File: config.mk
export PLATFORM = sky130hd
export DESIGN_NAME = pwm_audio_ctrl
export DESIGN_NICKNAME = d
export VERILOG_FILES = /design/src/rtl/pwm_audio_pkg.sv /design/src/rtl/pwm_audio_timing.sv /design/src/rtl/pwm_audio_datapath.sv /design/src/rtl/pwm_audio_ctrl.sv
export SDC_FILE = /design/constraint.sdc
export NUM_CORES = 1
export LEC_CHECK = 0
export BUFFER_PORTS_ARGS = -buffer_cell sky130_fd_sc_hd__buf_2
export CORE_UTILIZATION = 56
export DETAILED_ROUTE_END_ITERATION = 8
export GPL_TIMING_DRIVEN = 0
export HOLD_SLACK_MARGIN = 0.15
export PLACE_DENSITY_LB_ADDON = 0.05
export SLEW_MARGIN = 5
export SYNTH_ARGS = -nofsm -noshare
export SYNTH_HDL_FRONTEND = slang
export SYNTH_SLANG_ARGS = --single-unit
File: constraint.sdc
create_clock -name clk -period 8.6 [get_ports clk]
set_clock_uncertainty 0.05 [all_clocks]
set_input_delay 1.29 -clock clk [delete_from_list [all_inputs] [get_ports clk]]
set_output_delay 1.29 -clock clk [all_outputs]
set_load 0.02 [all_outputs]
File: src/rtl/pwm_audio_pkg.sv
package pwm_audio_pkg;
  // Strobes from control to datapath
  typedef struct packed {
    logic periodEnd;   // last clock of a sample period
    logic takeSample;  // register write: capture pending sample
    logic takeAmp;     // register write with enable flag: load amp pins
  } ctrlStrobes_t;

  localparam int SAMPLE_W = 16;
  localparam int ENA_BIT  = 16;
  localparam int GAIN_BIT = 20;
  localparam int SHDN_BIT = 21;
endpackage

File: src/rtl/pwm_audio_timing.sv
module pwm_audio_timing
  import pwm_audio_pkg::*;
#(
  parameter int CLKS_PER_SAMPLE = 10000,
  localparam int CNT_W = $clog2(CLKS_PER_SAMPLE)
) (
  input  logic             clk,
  input  logic             rst,
  input  logic             wrEn,
  input  logic             wrEna,
  output ctrlStrobes_t     strobes,
  output logic [CNT_W-1:0] cnt,
  output logic             ready
);
  localparam logic [CNT_W-1:0] LAST = CNT_W'(CLKS_PER_SAMPLE - 1);

  logic periodEnd;
  assign periodEnd = (cnt == LAST);

  always_ff @(posedge clk) begin
    if (rst) begin
      cnt <= '0;
    end else if (periodEnd) begin
      cnt <= '0;
    end else begin
      cnt <= cnt + 1'b1;
    end
  end

  // A write wins over the boundary: the new sample is still unconsumed.
  always_ff @(posedge clk) begin
    if (rst) begin
      ready <= 1'b1;
    end else if (wrEn) begin
      ready <= 1'b0;
    end else if (periodEnd) begin
      ready <= 1'b1;
    end
  end

  always_comb begin
    strobes.periodEnd  = periodEnd;
    strobes.takeSample = wrEn;
    strobes.takeAmp    = wrEn & wrEna;
  end
endmodule

File: src/rtl/pwm_audio_datapath.sv
module pwm_audio_datapath
  import pwm_audio_pkg::*;
#(
  parameter int CLKS_PER_SAMPLE = 10000,
  localparam int CNT_W  = $clog2(CLKS_PER_SAMPLE),
  localparam int PROD_W = SAMPLE_W + CNT_W
) (
  input  logic                clk,
  input  logic                rst,
  input  ctrlStrobes_t        strobes,
  input  logic [SAMPLE_W-1:0] newSample,
  input  logic                newGain,
  input  logic                newShdn,
  input  logic [CNT_W-1:0]    cnt,
  output logic [SAMPLE_W-1:0] pendSample,
  output logic                pwmOut,
  output logic                gainOut,
  output logic                shutdownN
);
  logic [SAMPLE_W-1:0] offsetVal;
  logic [PROD_W-1:0]   scaled;
  logic [CNT_W-1:0]    nextThresh;
  logic [CNT_W-1:0]    thresh;

  // signed to offset binary, then scale to clocks in a period
  always_comb begin
    offsetVal  = {~pendSample[SAMPLE_W-1], pendSample[SAMPLE_W-2:0]};
    scaled     = PROD_W'(offsetVal) * PROD_W'(CLKS_PER_SAMPLE);
    nextThresh = scaled[PROD_W-1:SAMPLE_W];
  end

  always_ff @(posedge clk) begin
    if (rst) begin
      pendSample <= '0;
    end else if (strobes.takeSample) begin
      pendSample <= newSample;
    end
  end

  always_ff @(posedge clk) begin
    if (rst) begin
      thresh <= CNT_W'(CLKS_PER_SAMPLE / 2);
    end else if (strobes.periodEnd) begin
      thresh <= nextThresh;
    end
  end

  always_ff @(posedge clk) begin
    if (rst) begin
      gainOut   <= 1'b0;
      shutdownN <= 1'b0;
    end else if (strobes.takeAmp) begin
      gainOut   <= newGain;
      shutdownN <= newShdn;
    end
  end

  assign pwmOut = (cnt < thresh);
endmodule

File: src/rtl/pwm_audio_ctrl.sv
module pwm_audio_ctrl
  import pwm_audio_pkg::*;
#(
  parameter int CLKS_PER_SAMPLE = 10000
) (
  input  logic        clk,
  input  logic        rst,
  input  logic        wrEn,
  input  logic [31:0] wrData,
  output logic [31:0] rdData,
  output logic        irq,
  output logic        pwmOut,
  output logic        gainOut,
  output logic        shutdownN
);
  localparam int CNT_W = $clog2(CLKS_PER_SAMPLE);

  ctrlStrobes_t        strobes;
  logic [CNT_W-1:0]    cnt;
  logic                ready;
  logic [SAMPLE_W-1:0] pendSample;
  logic                unusedWrBits;

  assign unusedWrBits = ^{wrData[31:22], wrData[19:17]};

  pwm_audio_timing #(.CLKS_PER_SAMPLE(CLKS_PER_SAMPLE)) u_timing (
    .clk     (clk),
    .rst     (rst),
    .wrEn    (wrEn),
    .wrEna   (wrData[ENA_BIT]),
    .strobes (strobes),
    .cnt     (cnt),
    .ready   (ready)
  );

  pwm_audio_datapath #(.CLKS_PER_SAMPLE(CLKS_PER_SAMPLE)) u_datapath (
    .clk        (clk),
    .rst        (rst),
    .strobes    (strobes),
    .newSample  (wrData[SAMPLE_W-1:0]),
    .newGain    (wrData[GAIN_BIT]),
    .newShdn    (wrData[SHDN_BIT]),
    .cnt        (cnt),
    .pendSample (pendSample),
    .pwmOut     (pwmOut),
    .gainOut    (gainOut),
    .shutdownN  (shutdownN)
  );

  assign irq    = ready;
  assign rdData = {10'b0, shutdownN, gainOut, 3'b0, ready, pendSample};
endmodule

==> flow_metrics.py <==
metrics = {
    "clock_tree": {
        "clkSinkCount": 47,
        "cts_root_buf": "clkbuf_8",
        "h-tree-depth": 2,
        "holdBufCountCts": 0,
        "cts_buffers": 5,
        "clkLatencyLatePin_ns": 0.31,
        "clockBufferDepth": 2,
        "post-cts-setup-buffer-count": 0,
        "ctsResizeCount": 0,
        "cts_tree": "built",
        "clk_pin_slew_worst_paths_ns": 0.10,
    },
    "floorplanning": {
        "core_area_sq_mm": 0.00777,
        "fp.dieW_microns": 92.0,
        "start_util_pct": 58.4,
        "rows": 32,
        "ios": 71,
        "fp.dieH_microns": 92.0,
        "dieArea_sq_mm": 0.00847,
    },
    "power_and_ir_drop": {
        "leakage_nw": 2.70,
        "irDropWorstVdd_mv": 0.0643,
        "power_density_mw_per_mm2": 145,
    },
    "sta": {
        "hold_ws_ns": 0.414,
        "totalNegativeSetupSlack_ns": 0,
        "rsz0062_at_grt": "no",
        "finalHoldViolCount": 0,
        "tightest_slew_ns": 0.778,
        "fmax_mhz": 200,
        "finalMaxSlewViolations": 0,
        "slew_headroom_pct": 47.7,
        "setup_viol": 0,
        "period_needed_ns": 4.99,
        "post-route-period-util_pct": 58.0,
    },
    "synth": {
        "syn_inst": 507,
        "yosysTopAreaCell": "ha_1",
        "ys_async_sr_fraction_pct": 0,
        "synth_edf_count": 0,
        "synth_top_area_share_pct": 22.6,
        "synth_commonest_cells": "inv_1 (85), ha_1 (82), nor2_1 (48), dfxtp_1 (47), fa_1 (34)",
        "synth-seq-cells": 47,
        "syn-cell-area_sq_mm": 0.00454,
        "syn_area_per_cell_sq_um": 8.95,
        "yosys-top-cells-area": "ha_1 (23%), dfxtp_1 (21%), fa_1 (15%), inv_1 (7.0%), nor2_1 (4.0%)",
        "seq_area_frac_synth_pct": 20.7,
        "synthFlopType": "dfxtp_1",
        "yosysWarnings": 0,
        "synthDistinctLibCells": 41,
        "synth_most_common_cell": "inv_1",
    },
    "run": {
        "cap_violations": 0,
    },
    "detailed_routing": {
        "wl_per_cell_microns": 12.7,
        "routed-via-count": 3505,
        "drcViolationCount": 0,
        "first_pass_iters": 4,
        "postRouteAntennaNets": 0,
        "totalWireLength_microns": 8520,
        "drt_iter0_markers": 116,
        "viasPerCell": 5.22,
    },
    "worst_setup_path": {
        "cp.arrival_ns": 5.12,
        "required_ns": 8.73,
        "cp_max_fo": 6,
        "critical_path_class": "flop to flop",
        "critPathCaptureType": "flop",
        "crit_path_start_kind": "flop",
    },
    "global_routing": {
        "grt_pass1_vias": 3285,
        "grt_max_degree": 17,
        "grt.overflow.total": 0,
        "antenna_found_initial": 0,
        "grt_pass1_wl_microns": 14800,
        "grt_usage_pct": 22.0,
    },
    "placement": {
        "port_buffers": 43,
        "hpwl_microns": 7090,
        "place_congestion": 0.872,
    },
    "outcome": {
        "status": "finished clean",
    },
    "cells_and_area": {
        "nFillCells": 690,
        "multiInputGateArea_sq_mm": 0.00311,
        "diodes": 0,
        "area_growth_pct": 10.6,
        "regArea_sq_um": 941,
        "drive_gt1_share_pct": 13.3,
        "final_nets": 720,
    },
    "min_path": {
        "hp-class": "flop to flop",
    },
}
[stage by stage]
step / cells / util (%) / area [sq um] / power, mW / setup slack, ns
5_1_grt: 672 / 64.6 / 5020 / 0.795 / 3.36
6_report: 672 / 64.6 / 5020 / 0.725 / 3.61
3_3_place_gp: 664 / 63.4 / 4930 / 0.580 / 3.75
3_5_place_dp: 664 / 63.4 / 4930 / 0.586 / 3.66
4_1_cts: 672 / 64.6 / 5020 / 0.733 / 3.63
2_1_floorplan: 519 / - / 4580 / 0.512 / 4.01
[layout by cell type (no fill, tap or decap), types with 2 or more instances in the layout]
master | netlist | final
conb_1 | 1 | 13
nor2_1 | 48 | 48
buf_2 | 1 | 44
or3_1 | 2 | 2
a211oi_1 | 4 | 4
o21ai_0 | 13 | 13
nand2b_1 | 4 | 4
nand3_1 | 13 | 13
o21a_1 | 5 | 5
xnor2_1 | 10 | 10
nand4_1 | 8 | 8
dfxtp_1 | 47 | 47
o22ai_1 | 6 | 6
inv_1 | 85 | 85
o31ai_1 | 2 | 2
buf_1 | 2 | 2
and3_1 | 2 | 2
mux2i_1 | 16 | 16
xor2_1 | 14 | 14
or4_1 | 2 | 2
a31oi_1 | 4 | 4
clkbuf_1 | 9 | 9
buf_4 | 21 | 21
nand2_1 | 20 | 20
clkbuf_8 | 0 | 5
fa_1 | 34 | 34
a21oi_1 | 24 | 24
a21o_1 | 12 | 12
o21bai_1 | 3 | 3
ha_1 | 82 | 82
a211o_1 | 2 | 2
[worst paths after layout]
path | from | endpoint | slack, ns | depth (start not counted)
max reg2reg | u_datapath.pendSample[4] | u_datapath.thresh[11] | 3.61 | 17
min reg2reg | u_datapath.thresh[1] | u_datapath.thresh[1] | 0.41 | 2
max | u_datapath.pendSample[4] | u_datapath.thresh[11] | 3.61 | 17
min | u_datapath.thresh[1] | u_datapath.thresh[1] | 0.41 | 2
[sequential cells by signal, summed over array words and instances (netlist names)]
name	count
u_timing.cnt	14
u_timing.ready	1
u_datapath.shutdownN	1
u_datapath.pendSample	16
u_datapath.thresh	14
u_datapath.gainOut	1
[logic make-up after synthesis]
logic type / Yosys count / synth area share (%)
and+or+nand+nor: 104 / 10.6
buffers and inverters: 119 / 11.8
adders and majority gates: 116 / 37.6
other: 1 / 0.0826
AOI/OAI and AO/OA: 80 / 11.1
DFF: 47 / 20.7
xor gates and xnor gates: 24 / 4.63
muxes: 16 / 3.53
[report_power, final]
| group | switching, mW | total (mW) | internal (mW) |
|---|---|---|---|
| logic | 0.205 | 0.347 | 0.142 |
| registers | 0.0113 | 0.235 | 0.224 |
| clock network | 0.0849 | 0.143 | 0.0585 |
[worst max-delay path: stages (launching register included)]
cell and delay [ns]:
dfxtp_1 0.46, inv_1 0.16, fa_1 0.55, inv_1 0.04, ha_1 0.26, inv_1 0.05
fa_1 0.53, inv_1 0.04, ha_1 0.26, inv_1 0.05, fa_1 0.50, inv_1 0.04
ha_1 0.32, a2111oi_0 0.66, o31ai_1 0.31, a41oi_1 0.32, xor2_1 0.18, o22ai_1 0.08
[metal layers]
| layer | routed length (microns) | global-route usage, % | up-vias |
|---|---|---|---|
| met5 | 0 | 0 | - |
| met4 | 109 | 5.34 | 0 |
| met3 | 331 | 3.57 | 9 |
| met2 | 3880 | 35.7 | 75 |
| met1 | 4200 | 30.6 | 1645 |
| li1 | - | - | 1776 |
[cell type report]
type / count / area share [%]
buffer: 34 / 4.29
clock buffer: 5 / 1.37
clock inverter: 3 / 0.449
inverter: 85 / 6.36
multi-input combinational: 353 / 61.9
sequential: 47 / 18.8
tap: 102 / 2.54
timing repair buffer: 43 / 4.29
Power figures use the tool's default switching activity.
